<file path="src/rtl/mc_pkg.sv">
package mc_pkg;

  typedef enum logic [1:0] {
    PERS_SCAN = 2'd0,
    PERS_SER  = 2'd2,
    PERS_CYC  = 2'd3
  } pers_t;

  typedef enum logic [1:0] {
    MIR_VERT  = 2'd0,
    MIR_HORZ  = 2'd1,
    MIR_ONE_A = 2'd2,
    MIR_ONE_B = 2'd3
  } mir_t;

  function automatic pers_t pers_of(input logic [1:0] sel);
    if (!sel[1]) return PERS_SCAN;
    if (!sel[0]) return PERS_SER;
    return PERS_CYC;
  endfunction

  // masked merge of an inner bank with an outer base
  function automatic logic [15:0] mix_bits(input logic [15:0] inner,
                                           input logic [15:0] mask,
                                           input logic [15:0] outer);
    return (inner & mask) | (outer & ~mask);
  endfunction

endpackage

</file>
<file path="src/rtl/mc_outer_regs.sv">
module mc_outer_regs #(
  parameter int DATA_W = 8,
  parameter int NREG   = 4,
  localparam int SEL_W = $clog2(NREG)
) (
  input  logic                         clk,
  input  logic                         rst,
  input  logic                         pwr_rst,
  input  logic                         wr_en,
  input  logic [SEL_W-1:0]             wr_sel,
  input  logic [DATA_W-1:0]            wr_data,
  output logic [NREG-1:0][DATA_W-1:0]  regs_o,
  output logic [DATA_W-1:0]            sw_o
);

  logic [DATA_W-1:0] q [NREG];
  logic [DATA_W-1:0] sw_q;

  for (genvar g = 0; g < NREG; g++) begin : g_reg
    always_ff @(posedge clk) begin
      if (pwr_rst || rst)
        q[g] <= '0;
      else if (wr_en && wr_sel == SEL_W'(g))
        q[g] <= wr_data;
    end
    assign regs_o[g] = q[g];
  end

  always_ff @(posedge clk) begin
    if (pwr_rst)
      sw_q <= '0;
    else if (rst)
      sw_q <= sw_q + 1'b1;
  end

  assign sw_o = sw_q;

endmodule

</file>
<file path="src/rtl/mc_prg_map.sv">
module mc_prg_map
  import mc_pkg::*;
#(
  parameter int DATA_W = 8,
  parameter int SE_W   = 5
) (
  input  pers_t              pers,
  input  logic               fix_en,
  input  logic               small_mask,
  input  logic [DATA_W-1:0]  outer_reg,
  input  logic [1:0]         win,
  input  logic [DATA_W-1:0]  sc_a,
  input  logic [DATA_W-1:0]  sc_b,
  input  logic               sc_swap,
  input  logic [DATA_W-1:0]  cy_a,
  input  logic [DATA_W-1:0]  cy_b,
  input  logic               cy_swap,
  input  logic [1:0]         se_mode,
  input  logic [SE_W-1:0]    se_prg,
  output logic [DATA_W-1:0]  bank
);

  logic [15:0] pmask, base, mask16, base16, inner, x16;
  logic [DATA_W-1:0] wa, wb;
  logic swp;

  always_comb begin
    pmask  = small_mask ? 16'h000F : 16'h001F;
    base   = 16'(outer_reg >> 1);
    mask16 = pmask >> 1;
    base16 = base >> 1;
    wa     = (pers == PERS_SCAN) ? sc_a : cy_a;
    wb     = (pers == PERS_SCAN) ? sc_b : cy_b;
    swp    = (pers == PERS_SCAN) ? sc_swap : cy_swap;
    inner  = '0;
    x16    = '0;
    bank   = '0;
    if (fix_en) begin
      if (small_mask) bank = DATA_W'({base[15:1], win[0]});
      else            bank = DATA_W'({base[15:2], win});
    end else if (pers == PERS_SER) begin
      if (se_mode[1]) begin
        if (se_mode[0]) inner = win[1] ? 16'hFFFF : 16'(se_prg);
        else            inner = win[1] ? 16'(se_prg) : 16'h0000;
        x16  = mix_bits(inner, mask16, base16);
        bank = DATA_W'({x16[14:0], win[0]});
      end else begin
        x16  = mix_bits(16'(se_prg), mask16, base16);
        bank = DATA_W'({x16[15:1], win});
      end
    end else begin
      unique case (win)
        2'd0: inner = swp ? 16'h00FE : 16'(wa);
        2'd1: inner = 16'(wb);
        2'd2: inner = swp ? 16'(wa) : 16'h00FE;
        default: inner = 16'h00FF;
      endcase
      bank = DATA_W'(mix_bits(inner, pmask, base));
    end
  end

endmodule

</file>
<file path="src/rtl/mc_chr_map.sv">
module mc_chr_map
  import mc_pkg::*;
#(
  parameter int DATA_W = 8,
  parameter int SE_W   = 5,
  localparam int CHR_W = DATA_W + 1
) (
  input  pers_t                  pers,
  input  logic                   fix_en,
  input  logic                   sz_small,
  input  logic                   sz_mid,
  input  logic [DATA_W-1:0]      outer_reg,
  input  logic [2:0]             slot,
  input  logic [5:0][DATA_W-1:0] sc_chr,
  input  logic                   sc_swap,
  input  logic [7:0][DATA_W-1:0] cy_chr,
  input  logic                   se_4k,
  input  logic [SE_W-1:0]        se_lo,
  input  logic [SE_W-1:0]        se_hi,
  output logic [CHR_W-1:0]       bank
);

  logic [15:0] cmask, cbase, m4, b4, inner, x;
  logic [2:0]  s;

  always_comb begin
    cmask = sz_small ? 16'h001F : (sz_mid ? 16'h007F : 16'h00FF);
    cbase = 16'({outer_reg, 1'b0});
    m4    = cmask >> 2;
    b4    = cbase >> 2;
    s     = slot ^ {sc_swap, 2'b00};
    inner = '0;
    x     = '0;
    bank  = '0;
    if (fix_en) begin
      bank = CHR_W'({cbase[15:3], slot});
    end else if (pers == PERS_SER) begin
      if (se_4k) begin
        x    = mix_bits(16'(slot[2] ? se_hi : se_lo), m4, b4);
        bank = CHR_W'({x[13:0], slot[1:0]});
      end else begin
        x    = mix_bits(16'(se_lo), m4, b4);
        bank = CHR_W'({x[15:1], slot});
      end
    end else begin
      if (pers == PERS_SCAN) begin
        if (!s[2]) inner = 16'({sc_chr[{2'b00, s[1]}][DATA_W-1:1], s[0]});
        else       inner = 16'(sc_chr[3'(s - 3'd2)]);
      end else begin
        inner = 16'(cy_chr[slot]);
      end
      bank = CHR_W'(mix_bits(inner, cmask, cbase));
    end
  end

endmodule

</file>
<file path="src/rtl/mc_outer_mapper.sv">
module mc_outer_mapper
  import mc_pkg::*;
#(
  parameter int DATA_W = 8,
  parameter int SE_W   = 5,
  parameter int CPU_AW = 16,
  parameter int PPU_AW = 14,
  localparam int CHR_W = DATA_W + 1
) (
  input  logic                   clk,
  input  logic                   rst,
  input  logic                   pwr_rst,
  input  logic [CPU_AW-1:0]      cpu_addr,
  input  logic                   cpu_wr,
  input  logic                   cpu_rd,
  input  logic [DATA_W-1:0]      cpu_wdata,
  output logic [DATA_W-1:0]      cpu_rdata,
  input  logic [PPU_AW-1:0]      ppu_addr,
  input  logic [DATA_W-1:0]      sc_prg_a,
  input  logic [DATA_W-1:0]      sc_prg_b,
  input  logic                   sc_prg_swap,
  input  logic [6*DATA_W-1:0]    sc_chr,
  input  logic                   sc_chr_swap,
  input  logic                   sc_mirror,
  input  logic [DATA_W-1:0]      cy_prg_a,
  input  logic [DATA_W-1:0]      cy_prg_b,
  input  logic                   cy_prg_swap,
  input  logic [8*DATA_W-1:0]    cy_chr,
  input  logic [1:0]             cy_mirror,
  input  logic [SE_W-1:0]        se_ctrl,
  input  logic [SE_W-1:0]        se_prg,
  input  logic [SE_W-1:0]        se_chr_lo,
  input  logic [SE_W-1:0]        se_chr_hi,
  output logic [DATA_W-1:0]      prg_bank,
  output logic [CHR_W-1:0]       chr_bank,
  output logic [1:0]             mirror
);

  logic [3:0][DATA_W-1:0] reg_q;
  logic [DATA_W-1:0]      sw_q;
  logic                   win_hit;
  pers_t                  pers;
  mir_t                   mir_sel;
  logic                   unused_bits;

  assign win_hit = (cpu_addr[CPU_AW-1:CPU_AW-4] == 4'h5);
  assign pers    = pers_of(reg_q[0][1:0]);

  mc_outer_regs #(.DATA_W(DATA_W), .NREG(4)) u_regs (
    .clk(clk), .rst(rst), .pwr_rst(pwr_rst),
    .wr_en(cpu_wr && win_hit), .wr_sel(cpu_addr[1:0]), .wr_data(cpu_wdata),
    .regs_o(reg_q), .sw_o(sw_q)
  );

  mc_prg_map #(.DATA_W(DATA_W), .SE_W(SE_W)) u_prg (
    .pers(pers), .fix_en(reg_q[2][7]), .small_mask(reg_q[2][2]),
    .outer_reg(reg_q[1]), .win(cpu_addr[14:13]),
    .sc_a(sc_prg_a), .sc_b(sc_prg_b), .sc_swap(sc_prg_swap),
    .cy_a(cy_prg_a), .cy_b(cy_prg_b), .cy_swap(cy_prg_swap),
    .se_mode(se_ctrl[3:2]), .se_prg(se_prg), .bank(prg_bank)
  );

  mc_chr_map #(.DATA_W(DATA_W), .SE_W(SE_W)) u_chr (
    .pers(pers), .fix_en(reg_q[2][6]), .sz_small(reg_q[2][4]), .sz_mid(reg_q[2][5]),
    .outer_reg(reg_q[0]), .slot(ppu_addr[12:10]),
    .sc_chr(sc_chr), .sc_swap(sc_chr_swap), .cy_chr(cy_chr),
    .se_4k(se_ctrl[4]), .se_lo(se_chr_lo), .se_hi(se_chr_hi), .bank(chr_bank)
  );

  always_comb begin
    unique case (pers)
      PERS_SCAN: mir_sel = sc_mirror ? MIR_HORZ : MIR_VERT;
      PERS_CYC:  mir_sel = mir_t'(cy_mirror);
      default:   mir_sel = mir_t'(se_ctrl[1:0] ^ 2'b10);
    endcase
  end

  assign mirror    = mir_sel;
  assign cpu_rdata = (cpu_rd && win_hit) ? sw_q : '0;

  assign unused_bits = ^{cpu_addr[11:2], ppu_addr, reg_q[3], reg_q[2][3], reg_q[2][1:0]};

endmodule

</file>
<file path="config.mk">
export PLATFORM = sky130hd
export DESIGN_NAME = mc_outer_mapper
export DESIGN_NICKNAME = d
export VERILOG_FILES = /design/src/rtl/mc_pkg.sv /design/src/rtl/mc_outer_regs.sv /design/src/rtl/mc_prg_map.sv /design/src/rtl/mc_chr_map.sv /design/src/rtl/mc_outer_mapper.sv
export SDC_FILE = /design/constraint.sdc
export NUM_CORES = 1
export LEC_CHECK = 0
export BUFFER_PORTS_ARGS = -buffer_cell sky130_fd_sc_hd__buf_2
export CAP_MARGIN = 15
export CELL_PAD_IN_SITES_DETAIL_PLACEMENT = 0
export CELL_PAD_IN_SITES_GLOBAL_PLACEMENT = 1
export CORE_AREA = 2 2 113 115
export DETAILED_ROUTE_END_ITERATION = 8
export DIE_AREA = 0 0 115 117
export GPL_TIMING_DRIVEN = 1
export PLACE_DENSITY_LB_ADDON = 0.1
export SKIP_LAST_GASP = 1
export SLEW_MARGIN = 10
export SYNTH_ARGS = -nofsm -noshare
export SYNTH_HDL_FRONTEND = slang
export SYNTH_SLANG_ARGS = --single-unit
</file>
<file path="constraint.sdc">
create_clock -name clk -period 1.9 [get_ports clk]
set_input_delay 0.19 -clock clk [delete_from_list [all_inputs] [get_ports clk]]
set_output_delay 0.19 -clock clk [all_outputs]
set_load 0.01 [all_outputs]
</file>
Word-level counts from Yosys, hierarchy flattened:

Memories as Yosys holds them, arrays and structs flattened.
Index checks and enable logic that the tools add are counted.

* register bits: 8
* RAM bits: 32
* bits of input ports: 213
* output and inout port bits: 27
* logic and storage cells: 113
* memories: 1

* add/sub/neg operators: 2
* magnitude comparators: 3
* eq/ne operators: 8
* multiplexer cells: 62
* bitwise gates (word level): 26
* reduce and logical (&&, ||, !) cells: 10

Memories
* u_regs.q: words 4, bits a word 8, rd ports 3, clocked after Yosys merged registers in 0, write ports 4, line mc_outer_regs.sv:16 `logic [DATA_W-1:0] q [NREG];`

Operators by type and width (number)
* two-way mux 8 bit: 22
* binary-select mux 8 bit (select 3 bit): 2
* two-way mux 9 bit: 5
* two-way mux 7 bit: 5
* OR 7 bit: 4
* one-hot mux 8 bit (3 select lines): 1
* AND 7 bit: 3
* AND 9 bit: 2
* two-way mux 1 bit: 18
* two-way mux 5 bit: 3
* AND 5 x 7 -> 7 bit: 2
* inverter 7 bit: 2
* equality test 2 bit (second input constant): 5
* two-way mux 2 bit: 5
* inverter 9 bit: 1
* OR 9 bit: 1
* adder 8 x 1 -> 8 bit (second input constant): 1
* AND 7 x 8 -> 8 bit: 1
* AND 8 bit: 1
* < comparator 3 x 4 -> 1 bit (second input constant): 2
* inverter 8 bit: 1
* OR 8 bit: 1
* AND 6 x 7 -> 7 bit: 1
* logical AND 1 bit: 6
* other kinds (10): 16

Longest topological paths before layout:

Gate-level depths: netlist of run 1.
An unclocked memory read counts as a cell.

* word-level depth: 15
* mapped depth: 8
* gate-level depth less buffers: 5

Hierarchy:

Synthesis of run 1 repeated with hierarchy kept, for this count alone.

* cells, all modules: 359
* area total of the unflattened synthesis: 3599.7 um^2

By module, submodules not included
* mc_outer_regs: times used 1, cells an instance 114, area each 1620.3 um^2, sequential area each 1121.1 um^2
* mc_chr_map: times used 1, cells an instance 135, area each 1226.2 um^2, sequential area each 0.0 um^2
* mc_prg_map: times used 1, cells an instance 82, area each 560.5 um^2, sequential area each 0.0 um^2
* mc_outer_mapper: times used 1, cells an instance 28, area each 192.7 um^2, sequential area each 0.0 um^2

Least setup slack after synthesis of run 1:

Ideal clock, no wire load.

* path type: in2reg
* start: input cpu_addr[14]
* end: memory u_regs.q[0][0] (enable)
* setup time: 0.384 ns
* arrival: 1.621 ns
* data required time: 1.516 ns
* slack: -0.105 ns
* stages on the path: 6
* buffers on the path: 2
* cells stage by stage: buf_4 -> nor4bb_1 -> buf_2 -> nand2_1 -> or2_1 -> o21ai_0

RTL lines
* from (decl): line mc_outer_mapper.sv:13 `input logic [CPU_AW-1:0] cpu_addr,`
* to (decl): line mc_outer_regs.sv:16

==> results of run 1 <==
[cells in the mapped netlist (all sizes together), types with 3 or more instances]
cell	instances	share of area (%)
mux2	8	3.2
nand2	28	3.8
dfxtp	8	5.6
o21ai	19	3.3
nand2b	4	0.88
clkbuf	5	0.66
buf	22	5.4
a211oi	5	1.3
nor2	30	3.9
a2111oi	4	1.4
and3	10	2.2
a21oi	21	3.7
nor3	8	1.4
mux4	21	17
and2	20	4.4
a31oi	3	0.66
xor2	7	2.8
mux2i	22	7.7
edfxtp	19	20
nand4	4	0.88
inv	3	0.39
[worst max path at each step]
| stage | start | end | slack, ns | cells after the start |
|---|---|---|---|---|
| global route | u_regs.q[0][1] | prg_bank[4] | -0.23 | 8 |
| floorplan | cpu_addr[14] | u_regs.q[0][0] | 0.11 | 6 |
| CTS | u_regs.q[0][1] | prg_bank[2] | -0.21 | 7 |
| finish | u_regs.q[0][1] | prg_bank[4] | -0.12 | 7 |
| global placement | cpu_addr[14] | u_regs.q[0][4] | -0.35 | 7 |
| detailed placement | cpu_addr[14] | u_regs.q[0][1] | -0.28 | 7 |
[logic make-up after synthesis]
group / count (synthesis) / synth area share (%)
buffers and inverters: 30 / 6.49
multiplexers: 51 / 28.2
AO/OA/AOI/OAI: 68 / 15.2
other: 1 / 0.131
AND/OR/NAND/NOR: 116 / 20.8
flip-flops: 27 / 25.6
adder cells (fa/ha/maj): 1 / 0.439
XOR/XNOR: 8 / 3.11
[metrics by stage]
stage | total power (W) | instances | setup TNS, ns | util (%) | setup WS (ns)
final | 0.00199 | 684 | -0.470 | 37.7 | -0.122
after global routing | 0.00211 | 684 | -1.55 | 37.7 | -0.230
after CTS | 0.00192 | 669 | -1.00 | 35.1 | -0.208
after detailed placement | 0.00141 | 660 | -6.14 | 33.5 | -0.276
after global placement | 0.00141 | 660 | -7.46 | 33.5 | -0.345
after floorplan | 0.00106 | 302 | 0 | - | 0.113
[flip-flops by register name, indices dropped and copies added (netlist names)]
name / count
u_regs.sw_o: 8
u_regs.q: 19
[power by group through the flow]
| stage | logic [W] | registers (W) | clock network, W |
|---|---|---|---|
| after floorplan | 0.000388 | 0.000676 | 0 |
| after CTS | 0.000765 | 0.000668 | 0.000491 |
| final | 0.000851 | 0.000668 | 0.000475 |
| after detailed placement | 0.000733 | 0.000681 | 0 |
| after global placement | 0.000727 | 0.000681 | 0 |
| after global routing | 0.000932 | 0.000671 | 0.000511 |
[routing by layer]
metal	vias up	share of wire, %
met4	0	0.72
met1	1509	43
met5	-	0
met3	6	5.5
met2	107	50
li1	1610	-
[cells in the final DEF (no fill, tap or decap), types with 4 or more instances in the layout]
cell / instances
and3_1: 10
nand2_1: 27
edfxtp_1: 19
clkbuf_16: 4
buf_4: 42
xor2_1: 6
o21ai_0: 11
nand2b_1: 4
buf_6: 7
o21ai_1: 6
a21oi_1: 17
and2_1: 20
buf_2: 199
dfxtp_1: 8
a21oi_2: 4
mux4_1: 6
nand4_1: 4
mux4_2: 15
mux2i_1: 19
nor3_2: 5
nor2_1: 27
mux2_2: 8
[what timing repair did]
item / CTS / global route
endpoints found under the setup margin: 20 / 13
gates resized for setup: 16 / 46
setup buffers: 5 / 12
pin swaps: 4 / 19
cloned: 0 / 2
[final cells by class]
cell class                      count  area [um2]
Multi-Input combinational cell    246        2160
Sequential cell                    27         731
Fill cell                        1314        7670
Inverter                            3        15.0
Tap cell                          150         188
Clock buffer                        3        75.1
Clock inverter                      1        5.00
Antenna cell                        1        2.50
Timing Repair Buffer              253        1470
[worst max-delay path, stage by stage, from the launching register on]
cell,delay (ns)
edfxtp_1,0.38
buf_6,0.16
buf_6,0.13
a211oi_1,0.26
a211oi_2,0.08
a211o_1,0.24
a31oi_1,0.17
buf_2,0.15
==> summary.md, run 1 <==
| Metric | Value |
|---|---|
| Status | `finished, violations left` |
| Failing checks | `setup timing` |
| Worst hold path class | `in2reg` |
| Iteration-0 DRC count of the detailed router | `101` |
| I/O Pins | `240` |
| Largest net degree at the start of global routing | `20` |
| Design area | `4640 um2` |
| Seq pwr share | `33.5%` |
| FP Rows | `41` |
| Die Ht | `117 um` |
| Routed vias | `3232` |
| Worst vdd ir | `261 uV` |
| Placed wire-length estimate | `9400 um` |
| DR vias/cell | `4.73` |
| Req. time, crit path | `1.71 ns` |
| First-pass GRT wire length | `16400 um` |
| Final setup violation count | `7` |
| Crit path launch type | `register` |
| Unique masters post-synth | `52` |
| Vias in the first global route | `3249` |
| RSZ-0062 raised after global routing | `true` |
| Period utilisation layout | `106%` |
| Register area share after synthesis | `25.6%` |
| Tmin final | `2.02 ns` |
| Clock latency at the later pin of the worst-skew pair | `0.26 ns` |
| RePlAce Congestion | `0.773` |
| Initial antenna violation count | `1` |
| Dpl cell area | `4130 um2` |
| Switching pwr | `0.000598 W` |
| Reg2Reg Setup Slack | `0.62 ns` |
| Reg-to-reg endpoint | `u_regs.sw_o[5]` |
| Maximum capacitance violations | `0` |
| Clock transition at path regs | `0.06 ns` |
| Syn Inst Count | `302` |
| CTS tree | `built` |
| Initial DRT Pass Iterations | `4` |
| Crit Path Class | `reg2out` |
| Area grow syn2layout | `62.6%` |
| Die area | `13500 um2` |
| Leakage | `2.18 nW` |
| R2r worst-path depth | `3` |
| Initial Util | `23.2%` |
| Post-synthesis cell area | `2850 um2` |
| Mean routed wirelength per cell | `16.6 um` |
| Cts-stage hold buffer count | `0` |
| Post-synthesis register bit count | `27` |
| Syn Area/Cell | `9.45 um2` |
| Clock share of power | `23.8%` |
| GR Util met2 | `29.6%` |
| Critical path fanouts, max | `8` |
| Antenna Nets Post-Route | `0` |
| Hold path endpoint | `u_regs.q[0][0]` |
| Slew Viols, Final | `0` |
| DRC viols | `0` |
| WL final | `11400 um` |
| EDFF count, synth | `19` |
| Root buffer cell | `clkbuf_16` |
| Busiest layer in global routing | `met2` |
| Die Width | `115 um` |
| Core Region | `12300 um2` |
| Min-Delay Startpoint | `cpu_wdata[0]` |
| R2r startpoint | `u_regs.sw_o[2]` |
| Nets | `748` |
| # port buffers | `202` |
| P_int | `0.00140 W` |
| Clock skew | `0.000360 ns` |
| WHS Path Cells | `2` |
| Power Density | `430 nW/um2` |
| CTS H-Tree Depth | `1` |
| Worst setup margin | `-0.122 ns` |
| Final Hold Viols | `0` |
| Clock Sinks | `27` |
| Hold WS | `0.208 ns` |
| Syn Nets | `516` |
| Crit end category | `primary output` |
| Combinational share of power | `42.7%` |
| GRT met3 Usage | `1.65%` |
| Ys Warns | `0` |
| WP data arrival | `1.83 ns` |
| Top_reg_cell synth | `edfxtp_1` |
| Share of flip-flops with an asynchronous set or reset | `0%` |
| Met1 Use GR | `19.1%` |
| GRT Total Usage | `15.6%` |
| Switching fraction of total power | `30.0%` |
| GR Overflow Total | `0` |
| Share of cells above drive strength 1 | `59.7%` |
| Achievable Freq | `0.495 GHz` |
| Cts bufs inserted | `3` |
| Longest Clk Path Bufs | `2` |
(Power assumes the default switching activity.)
==> run 2, diff against run 1 <==
- PLACE_DENSITY_LB_ADDON: 0.1 -> 0.15
==> run 2 against run 1 <==
  * The run still ends with setup timing left
  * Sequential share of layout area rose by 0.41 points
  * Critical path depth did not move
  * Cell count fell by 1.5%
  * Sequential power barely moved
  * Count of clock-buffer cells in the layout did not move
  * Global-route usage fell by 0.063 points
  * Worst hold slack got worse by 0.0016 ns
  * Via count fell by 0.93%
  * Fmax rose by 0.99%
  * Combinational power fell by 2.9%
  * Worst setup slack improved by 0.020 ns
  * Design area fell by 2.6%
==> summary.md, run 2 (synthesized netlist as in run 1, its figures left out) <==
| Metric | Value |
|---|---|
| Status | `finished, violations left` |
| Slew Viols, Final | `0 (unchanged)` |
| DR vias/cell | `4.75 (+0.54%)` |
| Iteration-0 DRC count of the detailed router | `149 (+48%)` |
| Power consumption | `0.00198 W (-0.47%)` |
| Die Ht | `117 um (unchanged)` |
| Achievable Freq | `0.499 GHz (+0.99%)` |
| WL final | `10900 um (-3.8%)` |
| Commonest cells after routing, fill and taps aside | `buf_2 (199), buf_4 (34), nand2_1 (27), nor2_1 (26), and2_1 (20)` |
| # port buffers | `202 (unchanged)` |
| Met2 Wirelength | `5420 um (-5.2%)` |
| Die Width | `115 um (unchanged)` |
| Failing checks | `setup timing` |
| Antenna fix cells | `0 (-1)` |
| Cts bufs inserted | `3 (unchanged)` |
| Antenna Nets Post-Route | `0 (unchanged)` |
| RSZ-0062 raised after global routing | `true` |
| Clock Sinks | `27 (unchanged)` |
| Nets | `739 (-1.2%)` |
| RePlAce Congestion | `0.810 (+4.7%)` |
| Root buffer cell | `clkbuf_16` |
| Commonest non-fill, non-tap cell in the layout | `buf_2` |
| CP Cell Sequence | `buf_6, buf_4, mux2_2, a211oi_2, a211o_1, a31oi_1, buf_2` |
| Share of cells above drive strength 1 | `59.2% (-0.50 points)` |
| Crit Path Class | `reg2out` |
| Maximum capacitance violations | `0 (unchanged)` |
| Worst hold path class | `in2reg` |
| Top routing layer used | `met4` |
| Dpl ws | `-0.234 ns (+0.0419 ns)` |
| Initial DRT Pass Iterations | `4 (unchanged)` |
| Non-filler cells, final | `674 (-1.5%)` |
| Clock latency at the later pin of the worst-skew pair | `0.26 ns (about the same)` |
| CTS H-Tree Depth | `1 (unchanged)` |
| Crit-path slowest cell | `edfxtp_1` |
| First-pass GRT wire length | `16400 um (unchanged)` |
| Initial antenna violation count | `0 (-1)` |
| Design area | `4520 um2 (-2.6%)` |
| Placed insts | `658 (-0.30%)` |
| Req. time, crit path | `1.71 ns (about the same)` |
| Final setup violation count | `7 (unchanged)` |
| Largest net degree at the start of global routing | `20 (unchanged)` |
| Cts-stage hold buffer count | `0 (unchanged)` |
| Initial Util | `23.2% (unchanged)` |
| I/O Pins | `240 (unchanged)` |
| Clock transition at path regs | `0.07 ns (about the same)` |
| Max incr delay on CP | `0.34 ns (-0.04 ns)` |
| WP data arrival | `1.81 ns (-0.02 ns)` |
| Vias in the first global route | `3164 (-2.6%)` |
| Leakage | `2.11 nW (-3.3%)` |
| GRT Total Usage | `15.5% (-0.063 points)` |
| CTS tree | `built` |
| Largest Register | `u_regs.q` |
| Detail Route met3 WL | `700 um (+13%)` |
| GR Overflow Total | `0 (unchanged)` |
| Final Hold Viols | `0 (unchanged)` |
| Core Region | `12300 um2 (unchanged)` |
| Critical path fanouts, max | `7 (-1)` |
| Crit end category | `primary output` |
| R2r worst-path depth | `3 (unchanged)` |
| M1 WL | `4680 um (-5.2%)` |
| DRC viols | `0 (unchanged)` |
| Worst setup margin | `-0.102 ns (+0.0198 ns)` |
| Worst vdd ir | `329 uV (+26%)` |
| Area grow syn2layout | `58.5%` |
| Longest Clk Path Bufs | `2 (unchanged)` |
| FP Rows | `41 (unchanged)` |
| Routed vias | `3202 (-0.93%)` |
| Mean routed wirelength per cell | `16.2 um (-2.4%)` |
| Dpl cell area | `4110 um2 (-0.36%)` |
| Max reg flops | `19 (unchanged)` |
| Crit path launch type | `register` |
| Placed wire-length estimate | `9170 um (-2.4%)` |
| Die area | `13500 um2 (unchanged)` |
| Power Density | `439 nW/um2 (+2.2%)` |
| Layout fillers | `1294 (-1.5%)` |
| WHS Path Cells | `2 (unchanged)` |
| Clock skew | `0.000409 ns (+0.0000484 ns)` |
| Tmin final | `2.00 ns (-0.0198 ns)` |
| Setup total negative slack | `-0.470 ns (-0.00000900 ns)` |
| Period utilisation layout | `105% (-1.0 points)` |
[run 2: cell count changes in the layout (fill, tap and decap cells not counted), sizes merged]
| cell | previous run | this run |
|---|---|---|
| buf | 251 | 244 |
| clkbuf | 5 | 4 |
| clkinv | 1 | 0 |
| clkinvlp | 1 | 2 |
| diode | 1 | 0 |
| xor2 | 8 | 7 |
[run 2: worst paths after layout]
path                                        to  slack [ns]      startpoint
worst max-delay path               prg_bank[4]       -0.10  u_regs.q[0][1]
worst min-delay path            u_regs.q[0][1]        0.21    cpu_wdata[1]
worst max register to register  u_regs.sw_o[5]        0.63  u_regs.sw_o[2]
worst min register to register  u_regs.sw_o[7]        0.49  u_regs.sw_o[7]
[run 2: where the power goes]
part / switching [W] / internal, W
registers: 0.0000165 / 0.000654
clock network: 0.000202 / 0.000286
logic: 0.000379 / 0.000447
[run 2: worst max-delay path: cells and delay by family, from the launching register on]
family / cells / cell delay (ns)
buffers and inverters: 3 / 0.44
AOI/OAI and AO/OA: 3 / 0.43
DFF: 1 / 0.34
muxes: 1 / 0.34
[run 2: area by class of cell]
class | count | area, um2 | area share (%)
multi-input combinational | 245 | 2110 | 46.7
tap | 150 | 188 | 4.15
clock inverter | 1 | 7.51 | 0.166
inverter | 3 | 15.0 | 0.332
sequential | 27 | 731 | 16.2
clock buffer | 3 | 75.1 | 1.66
timing repair buffer | 245 | 1390 | 30.8
[run 2: stage by stage]
stage / util, % / hold WS [ns]
global route: 36.7 / 0.206
CTS: 36.0 / 0.206
finish: 36.7 / 0.206
detailed placement: 33.4 / 0.477
floorplan: - / 0.388
global placement: 33.4 / 0.473
[run 2: repair_timing]
action / in CTS / in global routing
buffers inserted: 9 / 4
pin swaps: 10 / 13
gates resized for setup: 44 / 26
endpoints found under the setup margin: 13 / 34
[run 2: metal layers]
metal	up-vias	GRT usage, %
met5	-	0
met4	0	2.89
met3	8	2.37
met2	121	28.2
met1	1488	19.6
li1	1585	-
==> run 3, diff against run 2 <==
- SETUP_SLACK_MARGIN: unset -> 0.1
- SKIP_LAST_GASP: 1 -> unset
==> run 3 against run 2 <==
  * Total power grew 1.7%
  * Largest power group unchanged
  * The flow still finishes with violations (setup timing)
  * Critical path depth is the same
  * Highest routed layer unchanged
  * Critical endpoint is now prg_bank[3]
  * Combinational power grew 3.9%
  * Clock power is essentially flat
  * Sequential share of layout area shrank 0.32 points
  * Fmax is essentially flat
  * Sequential power is essentially flat
==> summary.md, run 3 (synthesized netlist as in run 1, its figures left out) <==
| Metric | Value |
|---|---|
| Clock transition at path regs | `0.07 ns (about the same)` |
| Share of cells above drive strength 1 | `59.8% (+0.61 points)` |
| Die area | `13500 um2 (unchanged)` |
| Clock latency at the later pin of the worst-skew pair | `0.26 ns (about the same)` |
| Largest Register | `u_regs.q` |
| Mean routed wirelength per cell | `16.3 um (+0.78%)` |
| CTS H-Tree Depth | `1 (unchanged)` |
| Reg2Reg Setup Slack | `0.63 ns (about the same)` |
| Routed vias | `3196 (-0.19%)` |
| Period utilisation layout | `105% (about the same)` |
| Die Ht | `117 um (unchanged)` |
| Area of the multi-input gates | `2170 um2 (+2.9%)` |
| Worst setup margin | `-0.100 ns (+0.00192 ns)` |
| WL final | `11000 um (+0.48%)` |
| Tmin final | `2.00 ns (-0.00192 ns)` |
| Failing checks | `setup timing` |
| Root buffer cell | `clkbuf_16` |
| GR Overflow Total | `0 (unchanged)` |
| Leakage | `2.15 nW (+1.7%)` |
| Crit Path Class | `reg2out` |
| Crit path launch type | `register` |
| RSZ-0062 raised after global routing | `true` |
| Initial DRT Pass Iterations | `4 (unchanged)` |
| P_int | `0.00141 W (+1.4%)` |
| Final Hold Viols | `0 (unchanged)` |
| First-pass GRT wire length | `16500 um (+0.34%)` |
| R2r worst-path depth | `3 (unchanged)` |
| Status | `finished, violations left` |
| DR vias/cell | `4.76 (+0.11%)` |
| Seq pwr share | `33.2% (-0.6 points)` |
| Die Width | `115 um (unchanged)` |
| Area grow syn2layout | `61.7%` |
| Slew Viols, Final | `0 (unchanged)` |
| FF/Latch Area | `731 um2 (unchanged)` |
| GRT Total Usage | `15.6% (+0.077 points)` |
| Max reg flops | `19 (unchanged)` |
| Critical path fanouts, max | `7 (unchanged)` |
| Layout fillers | `1284 (-0.77%)` |
| Crit end category | `primary output` |
| Reg-to-reg endpoint | `u_regs.sw_o[5]` |
| R2r startpoint | `u_regs.sw_o[2]` |
| Post-layout util | `37.5% (+0.75 points)` |
| Clock skew | `0.000409 ns (+0.0000000270 ns)` |
| Vias in the first global route | `3171 (+0.22%)` |
| Clock share of power | `24.2% (-0.4 points)` |
| Worst vdd ir | `329 uV (about the same)` |
| Setup crit end | `prg_bank[3]` |
| Commonest non-fill, non-tap cell in the layout | `buf_2` |
| Achievable Freq | `0.500 GHz (about the same)` |
| Antenna Nets Post-Route | `0 (unchanged)` |
| CTS tree | `built` |
| Antenna fix cells | `0 (unchanged)` |
| RePlAce Congestion | `0.810 (unchanged)` |
| Longest Clk Path Bufs | `2 (unchanged)` |
| Clock Sinks | `27 (unchanged)` |
| I/O Pins | `240 (unchanged)` |
| # port buffers | `202 (unchanged)` |
| Core Region | `12300 um2 (unchanged)` |
| Final setup violation count | `9 (+2)` |
| Switching fraction of total power | `30.3% (+0.21 points)` |
| Power Density | `437 nW/um2 (-0.38%)` |
| Initial antenna violation count | `0 (unchanged)` |
| Worst hold path class | `in2reg` |
| WP data arrival | `1.81 ns (about the same)` |
| Iteration-0 DRC count of the detailed router | `108 (-28%)` |
| Commonest cells after routing, fill and taps aside | `buf_2 (198), buf_4 (29), nor2_1 (27), nand2_1 (27)` |
| Switching pwr | `0.000612 W (+2.4%)` |
| Dpl ws | `-0.234 ns (unchanged)` |
| Nets | `737 (-0.27%)` |
| DRC viols | `0 (unchanged)` |
| Largest net degree at the start of global routing | `20 (unchanged)` |
| Combinational share of power | `42.6% (+1.0 points)` |
| Req. time, crit path | `1.71 ns (about the same)` |
| Placed wire-length estimate | `9170 um (unchanged)` |
| FP Rows | `41 (unchanged)` |
| Cts bufs inserted | `3 (unchanged)` |
| Worst Setup SP | `u_regs.q[0][1]` |
| Maximum capacitance violations | `0 (unchanged)` |
| Initial Util | `23.2% (unchanged)` |
## run 3: final cells by class
class / count / area share (%)
Clock buffer: 3 / 1.63
Clock inverter: 1 / 0.163
Inverter: 3 / 0.325
Multi-Input combinational cell: 245 / 47.1
Sequential cell: 27 / 15.8
Tap cell: 150 / 4.07
Timing Repair Buffer: 243 / 30.9
## run 3: power by group through the flow
stage | sequential (W) | combinational (W) | clock, W
final | 0.000670 | 0.000858 | 0.000488
after global placement | 0.000681 | 0.000730 | 0
after floorplan | 0.000676 | 0.000388 | 0
after CTS | 0.000671 | 0.000850 | 0.000497
after global routing | 0.000674 | 0.000939 | 0.000518
after detailed placement | 0.000681 | 0.000734 | 0
## run 3: stage by stage
step | area [um2] | total power, W | hold slack, ns | setup TNS [ns] | cells
final | 4610 | 0.00202 | 0.206 | -0.510 | 672
after global routing | 4610 | 0.00213 | 0.206 | -1.50 | 672
after CTS | 4550 | 0.00202 | 0.206 | -0.672 | 672
after detailed placement | 4110 | 0.00141 | 0.477 | -4.78 | 658
after global placement | 4110 | 0.00141 | 0.473 | -5.25 | 658
after floorplan | 2850 | 0.00106 | 0.388 | 0 | 302
## run 3: how the worst min path moves through the flow
stage,start,end,cells past startpoint
after floorplan,cpu_wdata[0],u_regs.q[0][0],1
after global placement,cpu_wdata[1],u_regs.q[0][1],2
after detailed placement,cpu_wdata[1],u_regs.q[0][1],2
after CTS,cpu_wdata[1],u_regs.q[0][1],2
after global routing,cpu_wdata[1],u_regs.q[0][1],2
final,cpu_wdata[1],u_regs.q[0][1],2
## run 3: repair_timing
item                                   CTS  global route
hold buffers                             0             0
gates cloned                             1             0
gates resized for setup                 73            11
endpoints found under the hold margin    0             0
setup endpoints to repair               28            21
pin swaps                               19            14
buffers inserted                         9             1
## run 3: critical path, stage by stage, from the launching register on
cell       delay, ns
edfxtp_1        0.38
buf_6           0.16
buf_6           0.14
mux2_4          0.31
a211oi_4        0.23
a211o_1         0.15
a2bb2oi_2       0.05
buf_2           0.13
## run 3: per-layer routing
metal	vias to the layer above	wire length [um]	global-route usage (%)
met5	-	0	0
met3	8	716	2.42
met1	1489	4690	19.9
li1	1578	-	-
met2	121	5450	28.2
met4	0	116	2.81
